==> config.mk <==
export PLATFORM = sky130hd
export DESIGN_NAME = irq_vector_ctrl
export DESIGN_NICKNAME = d
export VERILOG_FILES = /design/src/rtl/ivc_pkg.sv /design/src/rtl/ivc_sync.sv /design/src/rtl/ivc_detect.sv /design/src/rtl/ivc_prio.sv /design/src/rtl/irq_vector_ctrl.sv
export SDC_FILE = /design/constraint.sdc
export NUM_CORES = 2
export LEC_CHECK = 0
export ABC_AREA = 1
export BUFFER_PORTS_ARGS = -buffer_cell sky130_fd_sc_hd__buf_2
export CAP_MARGIN = 10
export CORE_MARGIN = 4
export CORE_UTILIZATION = 42
export CTS_CLUSTER_DIAMETER = 200
export DETAILED_ROUTE_END_ITERATION = 7
export SLEW_MARGIN = 20
export SYNTH_ARGS = -nofsm -noshare
export SYNTH_HDL_FRONTEND = slang
export SYNTH_SLANG_ARGS = --single-unit
export TNS_END_PERCENT = 10
==> constraint.sdc <==
create_clock -name clk -period 2.8 [get_ports clk]
set_clock_uncertainty 0.2 [all_clocks]
set_input_delay 0.14 -clock clk [delete_from_list [all_inputs] [get_ports clk]]
set_output_delay 0.14 -clock clk [all_outputs]
set_load 0.1 [all_outputs]
==> src/rtl/ivc_pkg.sv <==
package ivc_pkg;

  typedef enum logic [1:0] {
    KIND_STATUS = 2'd0,
    KIND_ENABLE = 2'd1,
    KIND_MODE   = 2'd2,
    KIND_POLAR  = 2'd3
  } reg_kind_e;

  // Vector code: winner index plus offset, or the bare offset when idle.
  function automatic int unsigned vector_code(input int unsigned idx,
                                              input bit valid,
                                              input int unsigned off);
    return valid ? (idx + off) : off;
  endfunction

  // Flat source index from group and bit position.
  function automatic int unsigned flat_index(input int unsigned grp,
                                             input int unsigned pos,
                                             input int unsigned width);
    return grp * width + pos;
  endfunction

endpackage

==> src/rtl/ivc_sync.sv <==
module ivc_sync #(
  parameter int W      = 192,
  parameter int STAGES = 2
) (
  input  logic         clk,
  input  logic         rst_n,
  input  logic [W-1:0] din,
  output logic [W-1:0] dout
);

  logic [W-1:0] stage_q [STAGES];

  always_ff @(posedge clk or negedge rst_n) begin
    if (!rst_n) begin
      for (int s = 0; s < STAGES; s++) stage_q[s] <= '0;
    end else begin
      stage_q[0] <= din;
      for (int s = 1; s < STAGES; s++) stage_q[s] <= stage_q[s-1];
    end
  end

  assign dout = stage_q[STAGES-1];

endmodule

==> src/rtl/ivc_detect.sv <==
module ivc_detect #(
  parameter int N = 192
) (
  input  logic         clk,
  input  logic         rst_n,
  input  logic [N-1:0] line_sync,
  input  logic [N-1:0] mode_edge,
  input  logic [N-1:0] polar_low,
  input  logic [N-1:0] clr,
  output logic [N-1:0] status,
  output logic [N-1:0] hit
);

  logic [N-1:0] prev_q;
  logic [N-1:0] status_q;
  logic [N-1:0] level_active;
  logic [N-1:0] rise_ev;
  logic [N-1:0] fall_ev;
  logic [N-1:0] edge_ev;

  always_comb begin
    level_active = line_sync ^ polar_low;
    rise_ev      = line_sync & ~prev_q;
    fall_ev      = ~line_sync & prev_q;
    edge_ev      = (rise_ev & ~polar_low) | (fall_ev & polar_low);
    hit          = (edge_ev & mode_edge) | (level_active & ~mode_edge);
  end

  // A new event wins over a clear written in the same cycle.
  always_ff @(posedge clk or negedge rst_n) begin
    if (!rst_n) begin
      prev_q   <= '0;
      status_q <= '0;
    end else begin
      prev_q   <= line_sync;
      status_q <= hit | (status_q & ~clr);
    end
  end

  assign status = status_q;

  for (genvar i = 0; i < N; i++) begin : g_chk
    // a detected event is latched on the next edge
    a_r3_event_latches: assert property (@(posedge clk) disable iff (!rst_n)
      hit[i] |=> status_q[i]);
    // a clear with no competing event empties the bit
    a_r5_clear_empties: assert property (@(posedge clk) disable iff (!rst_n)
      (clr[i] && !hit[i]) |=> !status_q[i]);
    // no status appears without an event
    a_r3_no_spurious: assert property (@(posedge clk) disable iff (!rst_n)
      (!status_q[i] && !hit[i]) |=> !status_q[i]);
  end

endmodule

==> src/rtl/ivc_prio.sv <==
module ivc_prio #(
  parameter int NUM_GROUPS = 24,
  parameter int GROUP_W    = 8,
  parameter int IDX_W      = 8
) (
  input  logic [NUM_GROUPS*GROUP_W-1:0] pend,
  output logic                          win_valid,
  output logic [IDX_W-1:0]              win_idx
);

  localparam int N       = NUM_GROUPS * GROUP_W;
  localparam int GRP_IW  = (NUM_GROUPS > 1) ? $clog2(NUM_GROUPS) : 1;
  localparam int BIT_IW  = (GROUP_W > 1) ? $clog2(GROUP_W) : 1;

  logic [NUM_GROUPS-1:0] grp_any;
  logic [GROUP_W-1:0]    grp_bits [NUM_GROUPS];
  logic [GRP_IW-1:0]     grp_win;
  logic [BIT_IW-1:0]     bit_win;

  for (genvar g = 0; g < NUM_GROUPS; g++) begin : g_grp
    assign grp_bits[g] = pend[g*GROUP_W +: GROUP_W];
    assign grp_any[g]  = |pend[g*GROUP_W +: GROUP_W];
  end

  function automatic logic [GRP_IW-1:0] top_group(input logic [NUM_GROUPS-1:0] v);
    logic [GRP_IW-1:0] r;
    r = '0;
    for (int k = 0; k < NUM_GROUPS; k++) if (v[k]) r = GRP_IW'(k);
    return r;
  endfunction

  function automatic logic [BIT_IW-1:0] top_bit(input logic [GROUP_W-1:0] v);
    logic [BIT_IW-1:0] r;
    r = '0;
    for (int k = 0; k < GROUP_W; k++) if (v[k]) r = BIT_IW'(k);
    return r;
  endfunction

  always_comb begin
    win_valid = |grp_any;
    grp_win   = top_group(grp_any);
    bit_win   = top_bit(grp_bits[grp_win]);
    win_idx   = IDX_W'(ivc_pkg::flat_index(int'(grp_win), int'(bit_win), GROUP_W));
  end

  // the winner is pending and nothing above it is pending
  always_comb begin
    if (win_valid) begin
      a_r7_winner_pending: assert (pend[win_idx]);
      a_r7_none_above: assert ((pend >> win_idx) == N'(1));
    end
  end

endmodule

==> src/rtl/irq_vector_ctrl.sv <==
module irq_vector_ctrl #(
  parameter int NUM_GROUPS = 24,
  parameter int GROUP_W    = 8,
  parameter int SYNC_STAGES = 2,
  parameter int VEC_OFFSET = 16
) (
  input  logic                                 clk,
  input  logic                                 rst_n,
  input  logic [NUM_GROUPS*GROUP_W-1:0]        irq_lines,
  input  logic                                 bus_sel,
  input  logic                                 bus_we,
  input  logic [$clog2(NUM_GROUPS)+2:0]        bus_addr,
  input  logic [GROUP_W-1:0]                   bus_wdata,
  output logic [GROUP_W-1:0]                   bus_rdata,
  output logic                                 cpu_irq
);

  import ivc_pkg::*;

  localparam int N      = NUM_GROUPS * GROUP_W;
  localparam int GRP_AW = $clog2(NUM_GROUPS);
  localparam int ADDR_W = GRP_AW + 3;
  localparam int IDX_W  = $clog2(N + VEC_OFFSET);

  logic [N-1:0] line_sync;
  logic [N-1:0] enable_q, mode_q, polar_q;
  logic [N-1:0] status, hit, clr, pending;
  logic         win_valid;
  logic [IDX_W-1:0] win_idx;
  logic [GROUP_W-1:0] vec_q;

  // Bus decode, brought out as named events.
  logic        vec_sel;
  logic [GRP_AW-1:0] grp_sel;
  reg_kind_e   kind;
  logic        grp_ok;
  logic        wr_any;

  assign vec_sel = bus_addr[ADDR_W-1];
  assign kind    = reg_kind_e'(bus_addr[GRP_AW+1:GRP_AW]);
  assign grp_sel = bus_addr[GRP_AW-1:0];
  assign grp_ok  = int'(grp_sel) < NUM_GROUPS;
  assign wr_any  = bus_sel && bus_we && !vec_sel && grp_ok;

  ivc_sync #(.W(N), .STAGES(SYNC_STAGES)) u_sync (
    .clk(clk), .rst_n(rst_n), .din(irq_lines), .dout(line_sync)
  );

  ivc_detect #(.N(N)) u_detect (
    .clk(clk), .rst_n(rst_n), .line_sync(line_sync),
    .mode_edge(mode_q), .polar_low(polar_q), .clr(clr),
    .status(status), .hit(hit)
  );

  // Per-group configuration storage and clear strobes.
  for (genvar g = 0; g < NUM_GROUPS; g++) begin : g_cfg
    logic grp_hit;
    assign grp_hit = wr_any && (int'(grp_sel) == g);
    assign clr[g*GROUP_W +: GROUP_W] =
      (grp_hit && kind == KIND_STATUS) ? bus_wdata : '0;

    always_ff @(posedge clk or negedge rst_n) begin
      if (!rst_n) begin
        enable_q[g*GROUP_W +: GROUP_W] <= '0;
        mode_q[g*GROUP_W +: GROUP_W]   <= '0;
        polar_q[g*GROUP_W +: GROUP_W]  <= '0;
      end else if (grp_hit) begin
        case (kind)
          KIND_ENABLE: enable_q[g*GROUP_W +: GROUP_W] <= bus_wdata;
          KIND_MODE:   mode_q[g*GROUP_W +: GROUP_W]   <= bus_wdata;
          KIND_POLAR:  polar_q[g*GROUP_W +: GROUP_W]  <= bus_wdata;
          default: ;
        endcase
      end
    end
  end

  assign pending = status & enable_q;
  assign cpu_irq = |pending;

  ivc_prio #(.NUM_GROUPS(NUM_GROUPS), .GROUP_W(GROUP_W), .IDX_W(IDX_W)) u_prio (
    .pend(pending), .win_valid(win_valid), .win_idx(win_idx)
  );

  always_ff @(posedge clk or negedge rst_n) begin
    if (!rst_n) vec_q <= GROUP_W'(VEC_OFFSET);
    else        vec_q <= GROUP_W'(vector_code(int'(win_idx), win_valid, VEC_OFFSET));
  end

  // Combinational read path.
  logic [GROUP_W-1:0] rd_slice [NUM_GROUPS];
  for (genvar g = 0; g < NUM_GROUPS; g++) begin : g_rd
    always_comb begin
      case (kind)
        KIND_STATUS: rd_slice[g] = status[g*GROUP_W +: GROUP_W];
        KIND_ENABLE: rd_slice[g] = enable_q[g*GROUP_W +: GROUP_W];
        KIND_MODE:   rd_slice[g] = mode_q[g*GROUP_W +: GROUP_W];
        default:     rd_slice[g] = polar_q[g*GROUP_W +: GROUP_W];
      endcase
    end
  end

  always_comb begin
    if (vec_sel)     bus_rdata = vec_q;
    else if (grp_ok) bus_rdata = rd_slice[grp_sel];
    else             bus_rdata = '0;
  end

  // enables move only on an enable write
  a_r9_enable_hold: assert property (@(posedge clk) disable iff (!rst_n)
    !(wr_any && kind == KIND_ENABLE) |=> $stable(enable_q));
  // idle encoder gives the bare offset one edge later
  a_r7_idle_vector: assert property (@(posedge clk) disable iff (!rst_n)
    !win_valid |=> (vec_q == GROUP_W'(VEC_OFFSET)));
  // winner reaches the vector register one edge later
  a_r7_winner_vector: assert property (@(posedge clk) disable iff (!rst_n)
    win_valid |=> (vec_q == GROUP_W'($past(win_idx)) + GROUP_W'(VEC_OFFSET)));
  // request only with a pending winner
  a_r6_irq_cause: assert property (@(posedge clk) disable iff (!rst_n)
    cpu_irq |-> win_valid);

endmodule

## Word level (Yosys, flattened, before mapping)

Index checks and enable logic that the tools add are counted.

- Eq/ne operators: 26
- Multiplexer cells: 87
- Bitwise operators: 19
- Reductions and logical operators: 150
- Magnitude comparators: 3
- Add/sub/neg operators: 2

Operator list:

| kind | number |
|---|---|
| 192-bit AND | 8 |
| 192-bit NOT | 5 |
| 192-bit bitwise OR | 3 |
| 8-bit one-hot mux with 3 select lines | 24 |
| 8-bit 2-to-1 mux | 31 |
| 192-bit OR reduction | 1 |
| 192-bit bitwise XOR | 1 |
| 8-bit OR reduction | 23 |
| 2-bit AND reduction | 72 |
| 8-bit binary-select mux with 5-bit select | 2 |
| 5-bit == test (second input constant) | 16 |
| 1-bit logical AND | 51 |
| 5-bit 2-to-1 mux | 8 |
| 4-bit 2-to-1 mux | 8 |
| 3-bit 2-to-1 mux | 8 |
| 5-bit by 4-bit == test with 1-bit output (second input constant) | 4 |
| 6-bit greater-or-equal comparator (second input constant) | 2 |
| 5-bit NOT with 6-bit output | 2 |
| 5-bit by 3-bit == test with 1-bit output (second input constant) | 2 |
| 8-bit by 3-bit adder with 8-bit output | 1 |
| 8-bit by 5-bit adder with 8-bit output (second input constant) | 1 |
| 2-bit 2-to-1 mux | 4 |
| 5-bit by 2-bit == test with 1-bit output (second input constant) | 1 |
| 5-bit zero test | 1 |
| other kinds (6) | 8 |

- Register bits after elaboration: 1352
- Output and inout port bits: 9
- Bits of input ports: 212

## Logic depth before layout (Yosys ltp)

- Depth after elaboration: 39
- Gate-level depth with buffers: 43

## Hierarchy

A second synthesis with hierarchy kept.

- Cell total of the unflattened synthesis: 8045
- Area, all modules: 63463.4 um^2

Modules (own cells, without submodules):

| module | instances | seq. area each (um^2) | area each (um^2) | cells an instance |
|---|---|---|---|---|
| irq_vector_ctrl | 1 | 14615.3 | 31960.7 | 4452 |
| ivc_detect | 1 | 9609.2 | 18017.3 | 2496 |
| ivc_sync | 1 | 9609.2 | 11050.6 | 576 |
| ivc_prio | 1 | 0.0 | 2434.8 | 521 |

## Worst setup path after synthesis

OpenSTA, ideal clock, no wires.

- Path kind: reg2reg
- Start point: register enable_q[179]
- End point: register vec_q[6]
- Buffers on the path: 0
- Arrival time: 2908 ps
- Cell stages (with the launch flop): 10
- Required time: 2466 ps
- Path slack: -442 ps
- Cells stage by stage: dfrtp_1 -> nand2_1 -> nand2_1 -> a2111oi_0 -> nand2_1 -> nor2_1 -> nand2_1 -> clkinv_1 -> nand4_1 -> a21boi_0

- Elaborated cells between the ends (all ways): 19
- Classes of those cells: add/sub: 2; mux: 13; bitwise: 2; reduce/logical: 2

RTL lines:

| item | line | text |
|---|---|---|
| start, declared | irq_vector_ctrl.sv:26 | `logic [N-1:0] enable_q, mode_q, polar_q;` |
| start signal, assigned by index | irq_vector_ctrl.sv:69 | `KIND_ENABLE: enable_q[g*GROUP_W +: GROUP_W] <= bus_wdata;` |
| 192-bit AND | irq_vector_ctrl.sv:78 | `assign pending = status & enable_q;` |
| 192-bit OR reduction | n/a |  |
| via cpu_irq | irq_vector_ctrl.sv:15 | `output logic cpu_irq` |
| 8-bit 2-to-1 mux | ivc_pkg.sv:14 | `return valid ? (idx + off) : off;` |
| end signal, assigned | irq_vector_ctrl.sv:86 | `if (!rst_n) vec_q <= GROUP_W'(VEC_OFFSET);` |
| end signal, assigned | irq_vector_ctrl.sv:87 | `else vec_q <= GROUP_W'(vector_code(int'(win_idx), win_valid, VEC_OFFSET));` |
| end, declared | irq_vector_ctrl.sv:30 | `logic [GROUP_W-1:0] vec_q;` |

The timed path passes the listed nets, and every way through them passes these cells. The select of a mux whose other input is x is not followed.
A chain may end at the register's enable or synchronous reset.

## Final worst setup path

- Start point: register u_detect.status_q[18], in the netlist u_detect.status[18]
- End point: register vec_q[0]

- Longest elaborated chain between the ends: 38
- Elaborated cells between the ends (all ways): 39
- Classes of those cells: add/sub: 2; mux: 33; bitwise: 2; reduce/logical: 2

RTL lines:

| item | line | text |
|---|---|---|
| start, declared | ivc_detect.sv:15 | `logic [N-1:0] status_q;` |
| start signal, assigned | ivc_detect.sv:36 | `status_q <= hit \| (status_q & ~clr);` |
| 192-bit AND (*) | irq_vector_ctrl.sv:78 |  |
| 8-bit OR reduction | ivc_prio.sv:22 | `assign grp_any[g] = \|pend[g*GROUP_W +: GROUP_W];` |
| 2-bit 2-to-1 mux (2 in series) | ivc_prio.sv:28 | `for (int k = 0; k < NUM_GROUPS; k++) if (v[k]) r = GRP_IW'(k);` |
| 3-bit 2-to-1 mux (4 in series) | ivc_prio.sv:28 |  |
| 4-bit 2-to-1 mux (8 in series) | ivc_prio.sv:28 |  |
| 5-bit 2-to-1 mux (8 in series) | ivc_prio.sv:28 |  |
| 5-bit NOT with 6-bit output (implied by the code) | ivc_prio.sv:42 | `bit_win = top_bit(grp_bits[grp_win]);` |
| 8-bit binary-select mux with 5-bit select | ivc_prio.sv:42 |  |
| 8-bit 2-to-1 mux (implied by the code) (2 in series) | ivc_prio.sv:42 |  |
| 1-bit 2-to-1 mux | ivc_prio.sv:35 | `for (int k = 0; k < GROUP_W; k++) if (v[k]) r = BIT_IW'(k);` |
| 2-bit 2-to-1 mux (2 in series) | ivc_prio.sv:35 |  |
| 3-bit 2-to-1 mux (4 in series) | ivc_prio.sv:35 |  |
| 8-bit by 3-bit adder with 8-bit output | ivc_pkg.sv:21 | `return grp * width + pos;` |
| 8-bit by 5-bit adder with 8-bit output | ivc_pkg.sv:14 |  |
| 8-bit 2-to-1 mux (*) | ivc_pkg.sv:14 |  |

Mark *: on every way between the ends. The rest lies on a longest branch, timed or not. The select of a mux whose other input is x is not followed.

==> run_results.csv <==
group,metric,value,unit
power,pwr_density_cell,656.3,mW/mm^2
setup_path,worstSetupStartpointType,"register",
setup_path,worstPathRequired,3.31,ns
timing,finalHoldViolCount,0,
floorplan,coreArea,0.1298,mm^2
place,io_buffers,220,
global_routing,antenna_found_initial,3,
yosys,synth-seq-cells,1352,
global_routing,grt_pass1_wl,297500,um
min_path,hp-start,"bus_addr[5]",
clocking,numCtsBuffers,146,
setup_path,crit_family,"simple AND/OR/NAND/NOR gates",
clocking,clkTransAtPathRegs,0.06,ns
floorplan,fp.dieH,369.8,um
setup_path,crit_top_cell,"nand2_1",
global_routing,use_met2,43.25,%
setup_path,r2r-end,"vec_q[0]",
setup_path,reg2reg_from,"u_detect.status[18]",
power,seqPwrFrac,42.7,%
timing,worstMarginPinSlew,0.6867,ns
setup_path,end_kind,"register",
clocking,cts.sinks,1352,
min_path,hold_path_depth,8,
setup_path,reg2reg_depth,43,
global_routing,top_usage_layer,"met2",
global_routing,grt_use_met1,40.72,%
timing,holdWs,0.1216,ns
timing,rsz0062_at_grt,"yes",
floorplan,die_area,0.1367,mm^2
yosys,ys_types,41,
setup_path,cp.arrival,4.25,ns
drt,drtAntennaViolNets,0,
setup_path,cp_max_fo,7,
yosys,synth-edff-count,0,
setup_path,cp_slowest_stage_delay,0.39,ns
power,power_switching,13.49,mW
yosys,syn-num-nets,6003,
power,swShare,27.87,%
drt,dr.pass1.iters,6,
drt,wl_per_cell,21.75,um
layout,nets,7263,
status,violations,"negative setup slack",
setup_path,crit_type,"register to register",
place,dpl-instance-area,0.06399,mm^2
timing,timing.fmax,267.5,MHz
timing,finalWorstSetupSlack,-0.9377,ns
yosys,ys_warn_count,0,
timing,drv_slew,0,
clocking,cts_tree,"yes",
timing,relSlewSlack,54.22,%
status,status,"complete, but fails checks",
layout,area_growth,34.13,%
setup_path,cp_slowest_cell,"dfrtp_1",
yosys,seq_area_frac_synth,61.56,%
power,p_int,34.90,mW
timing,fin_crit_sh,133.5,%
yosys,synth.top_cell.area_share,61.51,%
power,p_comb_share,15.5,%
power,p_total,48.38,mW
yosys,synth_area_leaders,"dfrtp_1 (62%), nand2_1 (9.6%), o21ai_0 (7.8%)",
run,cap_violations,0,
min_path,hold_end,"u_detect.status[123]",
yosys,syn_area,0.05496,mm^2
place,routabilityCongestion,0.9371,
layout,final_cell_area,0.07372,mm^2
min_path,hold_class,"primary input to register",
yosys,synth_cells,5790,
place,dp_hpwl,130500,um
setup_path,crit_cells,43,
power,leakage,31.83,nW
floorplan,fp.dieW,369.8,um
power,vdd.ir_drop.worst,611.7,uV
drt,postRouteWirelength,193700,um
floorplan,rows,132,
timing,min_period,3.738,ns
drt,drt_iter0_drc,5262,
yosys,yosysTopAreaCell,"dfrtp_1",
yosys,synth_async_sr_flop_share,100.0,%
place,dp_slack,-1.146,ns
floorplan,initial_core_util,42.34,%
clocking,cts_root_buffer,"clkbuf_16",
setup_path,ff2ff_setup_slack,-0.94,ns
global_routing,grt-ovfl-total,0,
drt,drc,0,
drt,vias,49130,
clocking,clock_path_buffers,3,
layout,drive_above_1_share,19.10,%
floorplan,pin_count,221,
setup_path,critPathBufInv,4,
global_routing,grt_pass1_vias,48810,
yosys,synthFlopType,"dfrtp_1",
drt,via_per_inst,5.516,
global_routing,grt.total_usage,28.38,%
power,power.share.clock,41.9,%
global_routing,grt_max_degree,130,
yosys,syn_avg_cell_area,9.493,um^2
clocking,ctsHtreeMaxLevel,4,
clocking,clk_latency,0.83,ns
global_routing,met3_usage,5.893,%
timing,setup_viol,15,
-- cells in the final DEF (no fill, tap or decap), types with 28 or more instances in the layout --
cell,netlist,layout
nand4_1,41,41
a221oi_1,128,126
buf_2,7,210
nand2_2,1,28
buf_4,6,718
nor2_1,377,366
dfrtp_1,1351,1351
nand2_1,1411,1378
dlygate4sd3_1,0,399
clkinv_2,0,34
o211ai_1,170,170
o311ai_0,192,192
o2111ai_1,50,34
o21ai_0,857,857
inv_1,447,435
nand3_1,351,335
buf_12,0,78
clkbuf_16,0,151
-- routing by layer --
metal | up-vias | share of wire [%]
met3 | 342 | 8.4
li1 | 22390 | -
met1 | 24320 | 44
met5 | - | 0.0067
met2 | 2078 | 44
met4 | 2 | 3.1
-- registers in the layout, indices dropped and copies added (netlist names) --
register and flops:
enable_q 192, mode_q 192, polar_q 192, u_detect.prev_q 192, u_detect.status 192, u_sync.dout 192
u_sync.stage_q 192, vec_q 8
-- metrics by stage --
| stage | utilization [%] | TNS, ns | std cells |
|---|---|---|---|
| 2_1_floorplan | - | -1.229 | 5790 |
| 3_3_place_gp | 49.29 | -5.445 | 8234 |
| 3_5_place_dp | 49.29 | -5.411 | 8234 |
| 4_1_cts | 56.48 | -7.477 | 8895 |
| 5_1_grt | 56.78 | -9.972 | 8904 |
| 6_report | 56.79 | -7.516 | 8907 |
-- cell usage after synthesis (2+ instances only) --
cell,number
nand2_1,1411
dfrtp_1,1351
o21ai_0,857
inv_1,447
nor2_1,377
nand3_1,351
clkbuf_1,267
o311ai_0,192
o211ai_1,170
a221oi_1,128
o2111ai_1,50
nand4_1,41
a31oi_1,19
buf_1,18
a211oi_1,16
a21oi_1,14
nor3_1,12
o21ai_1,12
a2111oi_0,11
buf_2,7
buf_4,6
buf_6,5
clkinv_1,4
o22ai_1,4
nand3b_1,3
a32o_1,2
-- power groups by stage --
stage	logic, mW	clock network (mW)	registers, mW
3_5_place_dp	6.32	0	21.0
3_3_place_gp	6.24	0	21.0
6_report	7.48	20.3	20.7
5_1_grt	8.12	21.5	20.7
2_1_floorplan	3.27	0	20.8
4_1_cts	6.93	20.6	20.6
-- cells by family (layout without fill, tap and decap cells) --
| kind of cell | Yosys count | after routing | share of synthesized area [%] |
|---|---|---|---|
| compound gates | 1481 | 1481 | 17.04 |
| simple gates | 2201 | 2201 | 16.10 |
| fa+ha+maj | 1 | 1 | 0.02276 |
| flops | 1352 | 1352 | 61.56 |
| buf+inv | 755 | 2127 | 5.281 |
| other cells | 0 | 3 | 0 |
-- worst reg2reg max path: cells and delay by family (launching register included) --
kind,cells,cell delay [ns]
AO/OA/AOI/OAI,1,0.08
flip-flops,1,0.39
AND/OR/NAND/NOR,38,2.60
buffers and inverters,4,0.35
-- timing repair --
item,4_1_cts,5_1_grt
setup endpoints to repair,16,16
resized for setup,56,64
setup buffers,1,5
pin swaps,10,28
cloned,0,4
endpoints found under the hold margin,2226,0
hold buffers,400,0
-- area by class of cell --
type,instances,area (um^2)
Antenna cell,3,7.507
Clock inverter,68,996.0
Tap cell,1742,2180
Clock buffer,192,4058
Sequential cell,1352,33830
Inverter,452,1720
Timing Repair Buffer,1415,12190
Fill cell,11270,56090
Multi-Input combinational cell,3683,18740
-- how the worst max path moves through the flow --
stage                                   start  endpoint  slack, ns
after floorplan            u_detect.status[9]  vec_q[1]      -0.28
after global placement    u_detect.status[21]  vec_q[2]      -1.16
after detailed placement  u_detect.status[18]  vec_q[2]      -1.15
after CTS                        enable_q[20]  vec_q[0]      -0.87
after global routing             enable_q[18]  vec_q[0]      -1.25
final                     u_detect.status[18]  vec_q[0]      -0.94
No activity file was read; power rests on OpenSTA's default activity.
